## src/rtl/irqw_pkg.sv

```systemverilog
package irqw_pkg;
  // Default widths and constants shared by the watcher modules.
  localparam int unsigned IRQW_ADDR_W     = 16;
  localparam int unsigned IRQW_RUN_LEN    = 3;
  localparam int unsigned IRQW_RST_STAGES = 2;

  // One enabled bus cycle as remembered for the next comparison.
  typedef struct packed {
    logic fetch;
    logic a0;
  } bus_hist_t;
endpackage

```

## src/rtl/irqw_rst_sync.sv

```systemverilog
module irqw_rst_sync #(
  parameter int unsigned STAGES = 2
) (
  input  logic clk_i,
  input  logic rst_ni,
  output logic rst_sync_no
);
  logic [STAGES-1:0] chain_q;
  logic [STAGES-1:0] chain_d;

  always_comb begin
    chain_d = {chain_q[STAGES-2:0], 1'b1};
  end

  always_ff @(posedge clk_i or negedge rst_ni) begin
    if (!rst_ni) chain_q <= '0;
    else         chain_q <= chain_d;
  end

  assign rst_sync_no = chain_q[STAGES-1];
endmodule

```

## src/rtl/irqw_history.sv

```systemverilog
module irqw_history
  import irqw_pkg::*;
(
  input  logic      clk_i,
  input  logic      rst_ni,
  input  logic      en_i,
  input  logic      fetch_i,
  input  logic      a0_i,
  output bus_hist_t hist_o
);
  bus_hist_t hist_q;
  bus_hist_t hist_d;

  always_comb begin
    hist_d = hist_q;
    if (en_i) begin
      hist_d.fetch = fetch_i;
      hist_d.a0    = a0_i;
    end
  end

  always_ff @(posedge clk_i or negedge rst_ni) begin
    if (!rst_ni) hist_q <= '0;
    else         hist_q <= hist_d;
  end

  assign hist_o = hist_q;
endmodule

```

## src/rtl/irqw_wr_run.sv

```systemverilog
module irqw_wr_run #(
  parameter int unsigned RUN_LEN = 3
) (
  input  logic clk_i,
  input  logic rst_ni,
  input  logic en_i,
  input  logic is_wr_i,
  output logic hit_o
);
  localparam int unsigned CW = $clog2(RUN_LEN + 1);
  localparam logic [CW-1:0] SAT  = CW'(RUN_LEN);
  localparam logic [CW-1:0] LAST = CW'(RUN_LEN - 1);

  logic [CW-1:0] cnt_q;
  logic [CW-1:0] cnt_d;

  always_comb begin
    cnt_d = cnt_q;
    if (en_i) begin
      if (!is_wr_i)         cnt_d = '0;
      else if (cnt_q < SAT) cnt_d = cnt_q + 1'b1;
    end
  end

  always_ff @(posedge clk_i or negedge rst_ni) begin
    if (!rst_ni) cnt_q <= '0;
    else         cnt_q <= cnt_d;
  end

  assign hit_o = en_i && is_wr_i && (cnt_q == LAST);
endmodule

```

## src/rtl/irqw_entry_track.sv

```systemverilog
module irqw_entry_track (
  input  logic clk_i,
  input  logic rst_ni,
  input  logic en_i,
  input  logic detect_i,
  input  logic done_i,
  output logic held_o
);
  logic held_q;
  logic held_d;

  always_comb begin
    held_d = held_q;
    if (en_i) begin
      if (held_q && done_i) held_d = 1'b0;
      else if (detect_i)    held_d = 1'b1;
    end
  end

  always_ff @(posedge clk_i or negedge rst_ni) begin
    if (!rst_ni) held_q <= 1'b0;
    else         held_q <= held_d;
  end

  assign held_o = held_q;
endmodule

```

## src/rtl/irq_entry_watch.sv

```systemverilog
module irq_entry_watch
  import irqw_pkg::*;
#(
  parameter int unsigned ADDR_W     = IRQW_ADDR_W,
  parameter int unsigned RUN_LEN    = IRQW_RUN_LEN,
  parameter int unsigned RST_STAGES = IRQW_RST_STAGES,
  parameter logic [7:0]  STACK_PAGE = 8'h01
) (
  input  logic              clk_i,
  input  logic              rst_ni,
  input  logic              cyc_en_i,
  input  logic              opfetch_i,
  input  logic [ADDR_W-1:0] addr_i,
  input  logic              rd_wr_i,
  output logic              early_ack_o,
  output logic              push_win_o,
  output logic              scratch_sel_o,
  output logic              vec_fetch_o,
  output logic              triple_wr_o
);
  localparam logic [ADDR_W-1:0] VEC_LO = {ADDR_W{1'b1}} - ADDR_W'(5);

  logic      rst_n;
  bus_hist_t hist;
  logic      held;
  logic      detect;
  logic      in_vec;
  logic      vec_done;
  logic      run_hit;

  irqw_rst_sync #(.STAGES(RST_STAGES)) u_rst (
    .clk_i(clk_i), .rst_ni(rst_ni), .rst_sync_no(rst_n)
  );

  irqw_history u_hist (
    .clk_i(clk_i), .rst_ni(rst_n), .en_i(cyc_en_i),
    .fetch_i(opfetch_i), .a0_i(addr_i[0]), .hist_o(hist)
  );

  // Repeated fetch address after an opcode fetch marks interrupt entry.
  assign detect   = cyc_en_i && rd_wr_i && hist.fetch && (addr_i[0] == hist.a0);
  assign in_vec   = (addr_i >= VEC_LO);
  assign vec_done = rd_wr_i && in_vec && addr_i[0];

  irqw_entry_track u_track (
    .clk_i(clk_i), .rst_ni(rst_n), .en_i(cyc_en_i),
    .detect_i(detect), .done_i(vec_done), .held_o(held)
  );

  irqw_wr_run #(.RUN_LEN(RUN_LEN)) u_run (
    .clk_i(clk_i), .rst_ni(rst_n), .en_i(cyc_en_i),
    .is_wr_i(!rd_wr_i), .hit_o(run_hit)
  );

  always_comb begin
    early_ack_o   = cyc_en_i && (detect || held);
    push_win_o    = cyc_en_i && held && !rd_wr_i;
    scratch_sel_o = push_win_o && (addr_i[ADDR_W-1 -: 8] == STACK_PAGE);
    vec_fetch_o   = cyc_en_i && held && rd_wr_i && in_vec;
    triple_wr_o   = run_hit;
  end
endmodule

```

## config.mk

```make
export PLATFORM = sky130hd
export DESIGN_NAME = irq_entry_watch
export DESIGN_NICKNAME = d
export VERILOG_FILES = /design/src/rtl/irqw_pkg.sv /design/src/rtl/irqw_rst_sync.sv /design/src/rtl/irqw_history.sv /design/src/rtl/irqw_wr_run.sv /design/src/rtl/irqw_entry_track.sv /design/src/rtl/irq_entry_watch.sv
export SDC_FILE = /design/constraint.sdc
export NUM_CORES = 1
export LEC_CHECK = 0
export ABC_AREA = 0
export ABC_CLOCK_PERIOD_IN_PS = 1500
export BUFFER_PORTS_ARGS = -buffer_cell sky130_fd_sc_hd__buf_2
export CORE_AREA = 2 2 39 41
export CTS_CLUSTER_SIZE = 25
export DETAILED_ROUTE_END_ITERATION = 10
export DIE_AREA = 0 0 41 43
export MAX_ROUTING_LAYER = met4
export PLACE_DENSITY = 0.65
export SLEW_MARGIN = 20
export SYNTH_ARGS = -nofsm -noshare
export SYNTH_HDL_FRONTEND = slang
export SYNTH_SLANG_ARGS = --single-unit
export TNS_END_PERCENT = 100
```

## constraint.sdc

```tcl
create_clock -name clk_i -period 1.5 [get_ports clk_i]
set_clock_uncertainty 0.15 [all_clocks]
set_input_delay 0.3 -clock clk_i [delete_from_list [all_inputs] [get_ports clk_i]]
set_output_delay 0.3 -clock clk_i [all_outputs]
set_load 0.02 [all_outputs]
```

## Word-level counts from Yosys, hierarchy flattened

Index checks and enable logic that the tools add are counted.

- Logic and storage cells: 35
- Bits of input ports: 21
- Flip-flop bits (word level): 7

- Reduce and logical (&&, ||, !) cells: 20
- $lt $le $gt $ge: 2
- Muxes and demuxes: 4
- Eq/ne operators: 3
- Add/sub/neg operators: 1

Operator list:

| kind | count |
|---|---|
| >= comparator 16 bit, second input constant | 1 |
| logical AND 1 bit | 14 |
| equality test 8 x 1 -> 1 bit, second input constant | 1 |
| 2-to-1 mux 2 bit | 2 |
| AND reduction 2 bit | 2 |
| nonzero test 2 bit | 2 |
| adder 2 x 1 -> 2 bit, second input constant | 1 |
| equality test 2 bit, second input constant | 1 |
| < comparator 2 bit, second input constant | 1 |
| 2-to-1 mux 1 bit | 2 |
| equality test 1 bit | 1 |
| logical NOT 1 bit | 1 |
| logical OR 1 bit | 1 |

## Depth between registers and ports, before layout

- Depth after elaboration: 6
- Depth in mapped cells: 5

## By module

From an unflattened synthesis, not the netlist that was laid out.

- Cell total of the unflattened synthesis: 40
- Area total of the unflattened synthesis: 405.4 µm²

By module, submodules not included:

| module | area an instance (µm²) | cells an instance | times used | seq. area each (µm²) |
|---|---|---|---|---|
| irqw_wr_run | 136.4 | 13 | 1 | 50.0 |
| irq_entry_watch | 106.4 | 17 | 1 | 0.0 |
| irqw_history | 72.6 | 4 | 1 | 50.0 |
| irqw_rst_sync | 53.8 | 3 | 1 | 50.0 |
| irqw_entry_track | 36.3 | 3 | 1 | 25.0 |

## Least setup slack after synthesis

Ideal clock, no wire load.

- Path type: input to output
- From: input cyc_en_i
- To: output scratch_sel_o
- Required time: 1,050 ps
- Path slack: -31 ps
- Buffers on the path: 1
- Data arrival time: 1,081 ps
- Stages on the path: 4
- Cells stage by stage: buf_4 and2b_1 nand4_1 nor4_2

- Cells in the longest elaborated chain, start to end: 3

RTL lines:

| element | RTL line | source |
|---|---|---|
| start, declared | irq_entry_watch.sv:11 | `input logic cyc_en_i,` |
| logical AND 1 bit (2 in a row) | irq_entry_watch.sv:57 | `push_win_o = cyc_en_i && held && !rd_wr_i;` |
| logical AND 1 bit | irq_entry_watch.sv:58 | `scratch_sel_o = push_win_o && (addr_i[ADDR_W-1 -: 8] == STACK_PAGE);` |
| end, declared | irq_entry_watch.sv:17 | `output logic scratch_sel_o,` |

Every way passes these cells.

## Worst setup path in the final report

- From: register u_track.held_q, in the netlist u_track.held_o
- To: output scratch_sel_o

- Cells in the longest elaborated chain, start to end: 3

RTL lines:

| element | RTL line | source |
|---|---|---|
| start, declared | irqw_entry_track.sv:9 | `logic held_q;` |
| start signal, assigned | irqw_entry_track.sv:22 | `else held_q <= held_d;` |
| logical AND 1 bit (2 in a row) | irq_entry_watch.sv:57 |  |
| logical AND 1 bit | irq_entry_watch.sv:58 |  |

Every way passes these cells.

==> results.md <==
* Status: finished with violations
* Failing checks: negative setup slack
* Critical path class: register to primary output
* Tcrit/Tclk final at 1.11
* TNS Setup at -0.471 ns
* Register share of total power at 0.396
* DRT antenna net count at 0
* Layout net count at 106
* Gr busiest metal: met2
* Pre-CTS worst setup slack at -0.155 ns
* Kind of end point of the critical path: primary output
* Global route total overflow at 0
* F_max at 603 MHz
* Lkg Pwr at 0.350 nW
* Post-synthesis net count at 64
* Combinational Power Share at 0.309
* Cells after synthesis at 41
* Clock Tree Buf Depth at 2
* FF+latch count, synth at 7
* Synth Area per Inst at 9.89 um^2
* Routability cong. at 0.666
* Root Driver: clkbuf_4
* Pins Over Slew Limit at 0
* Vias per cell at 4.57
* DRC at 0
* Final hold violations at 0
* DIE AREA at 1760 um^2
* Yosys warns at 0
* Finished Layout Cells at 98
* Sequential area share after synthesis at 0.432
* Vias in the first global route at 403
* Met1 Use GR at 0.160
* Initial antenna violation count at 0
* Final Util at 0.523
* Library cells used by synthesis at 21
* Final setup viols at 5
* Net Sw Frac at 0.275
* CTS Buf Count at 3
* CP required at 1.05 ns
* First-pass GRT wire length at 1530 um
* Share of layout cells above drive strength 1 at 0.585
* WL per Instance at 10.5 um
* All-Layer GR Usage at 0.135
* Die X at 41 um
* Port bufs at 25
* Via count at 448
* Clock transition at the registers of the reported paths at 0.05 ns
* CTS tree: yes
* Syn Std Cell Area at 405 um^2
* Detailed Place HPWL at 750 um
* N_diodes at 0
* Clock network power share at 0.295
* Met3 Track Usage GR at 0.0471
* Synth area leader: dfrtp_1
* Setup WS post-layout at -0.158 ns
* Area contributors post-synth: dfrtp_1, nand4_1, ha_1
* Largest net degree at the start of global routing at 8
* # H-tree levels at 1
* Startpoint Class: register
* Share of the synthesized area in the top cell type at 0.432
* # rows at 14
* Initial Util at 0.293
* Maximum VDD drop at 0.000477 V
* Power per cell area at 784 nW/um^2
* RSZ-0062 raised after global routing: true
* Int Power at 0.000411 W
* Area grow syn2layout at 78.4%
* Core area at 1380 um^2
* Number of max-cap violations at 0
* Final WL at 1030 um
* Min-Delay Path Class: input pin to register
* Cells after DPL at 87
* R2R setup slack at 0.06 ns
* Sink Count at 7
* Die Ht at 43 um
* Worst EP arrival at 1.21 ns
* Worst-path fanout max at 4
* # IOs at 26
* DRT iter0 DRCs at 0
* Fin crit period at 1.66 ns
* Skew-Pair Late Insertion Delay at 0.25 ns
* Router iterations before antenna repair at 1
* Sw Pwr at 0.000156 W
* M2 GR Usage at 0.191
-- area by class of cell --
class / instances / area (um^2)
flip-flops and latches: 7 / 175
repair buffers: 38 / 248
inverters: 3 / 11.3
well taps: 16 / 20.0
multi-input cells: 30 / 243
clock buffers: 4 / 26.3
fillers: 123 / 661
-- critical path, cell delays in order (launching register included) --
cell     delay (ns)
dfrtp_1        0.37
buf_4          0.14
nand4_1        0.12
nor4_4         0.16
buf_4          0.18
-- final timing paths --
path,startpoint,end,cells past startpoint
max,u_track.held_o,scratch_sel_o,4
min,addr_i[0],u_track.held_o,2
max reg2reg,u_run.cnt_q[0],u_run.cnt_q[0],6
min reg2reg,u_rst.chain_q[0],u_rst.chain_q[1],0
max in group asynchronous,u_rst.chain_q[1],u_hist.hist_o[1],1
min in group asynchronous,rst_ni,u_rst.chain_q[1],2
-- routing by layer --
layer  vias to the layer above  part of all wire
li1                        233                 -
met1                       204              0.44
met2                        11              0.52
met3                         0             0.039
met4                         0                 0
met5                         -                 0
-- kinds of logic after synthesis --
group,count (synthesis),synth area share
other cells,1,0.00925
simple gates,17,0.253
compound gates,7,0.120
buf+inv,4,0.0463
fa+ha+maj,2,0.0617
mux,2,0.0556
flops,7,0.432
xor+xnor,1,0.0216
-- through the flow --
| stage | hold WS (ns) | power, W | instance area (um^2) |
|---|---|---|---|
| finish | 0.148 | 0.000567 | 723 |
| global route | 0.143 | 0.000609 | 723 |
| CTS | 0.133 | 0.000571 | 704 |
| detailed placement | -0.0651 | 0.000360 | 597 |
| global placement | -0.0764 | 0.000356 | 597 |
| floorplan | -0.146 | 0.000298 | 414 |
-- cells in the mapped netlist, drive strengths merged --
cell	instances
dfrtp	7
buf	1
ha	2
nand4	5
nor3	1
xnor2	1
nor4	2
conb	1
a31oi	2
o21ai	1
nor2	4
a22o	1
and2	3
a41oi	1
mux2	2
inv	3
and2b	1
o22ai	1
a22oi	1
nor2b	1
-- power by group through the flow --
stage | Sequential, W | Clock, W | Combinational (W)
after floorplan | 0.000230 | 0 | 0.0000678
after global placement | 0.000232 | 0 | 0.000124
after detailed placement | 0.000233 | 0 | 0.000127
after CTS | 0.000224 | 0.000183 | 0.000165
after global routing | 0.000227 | 0.000191 | 0.000192
final | 0.000224 | 0.000167 | 0.000175
-- layout by cell type, fill, tap and decap left out --
master | synthesis | routed
buf_2 | 0 | 20
buf_4 | 1 | 14
dfrtp_1 | 7 | 7
nand4_1 | 5 | 5
nor2_1 | 4 | 4
inv_1 | 3 | 3
clkbuf_4 | 0 | 3
a31oi_1 | 2 | 2
and2_4 | 0 | 2
mux2_2 | 2 | 2
ha_2 | 0 | 2
dlygate4sd3_1 | 0 | 2
buf_6 | 0 | 2
xnor2_2 | 0 | 1
nor2b_1 | 1 | 1
and2b_1 | 1 | 1
and2_1 | 3 | 1
nor4_1 | 1 | 1
nor4_4 | 0 | 1
nor3_2 | 0 | 1
a41oi_1 | 1 | 1
o21ai_0 | 1 | 1
a22o_1 | 1 | 1
a22oi_1 | 1 | 1
o22ai_1 | 1 | 1
clkbuf_1 | 0 | 1
conb_1 | 1 | 1
-- sequential cells by signal, indices dropped and copies added, names as in the netlist --
signal / cells
u_hist.hist_o: 2
u_rst.chain_q: 2
u_track.held_o: 1
u_run.cnt_q: 2
-- repair_timing --
action | CTS | global route
endpoints found under the hold margin | 7 | 0
hold buffers | 2 | 0
endpoints found under the setup margin | 5 | 5
gates resized for setup | 9 | 4
pin swaps | 3 | 1
buffers inserted | 4 | 1
Note: power is estimated with default switching activity, not from simulation.
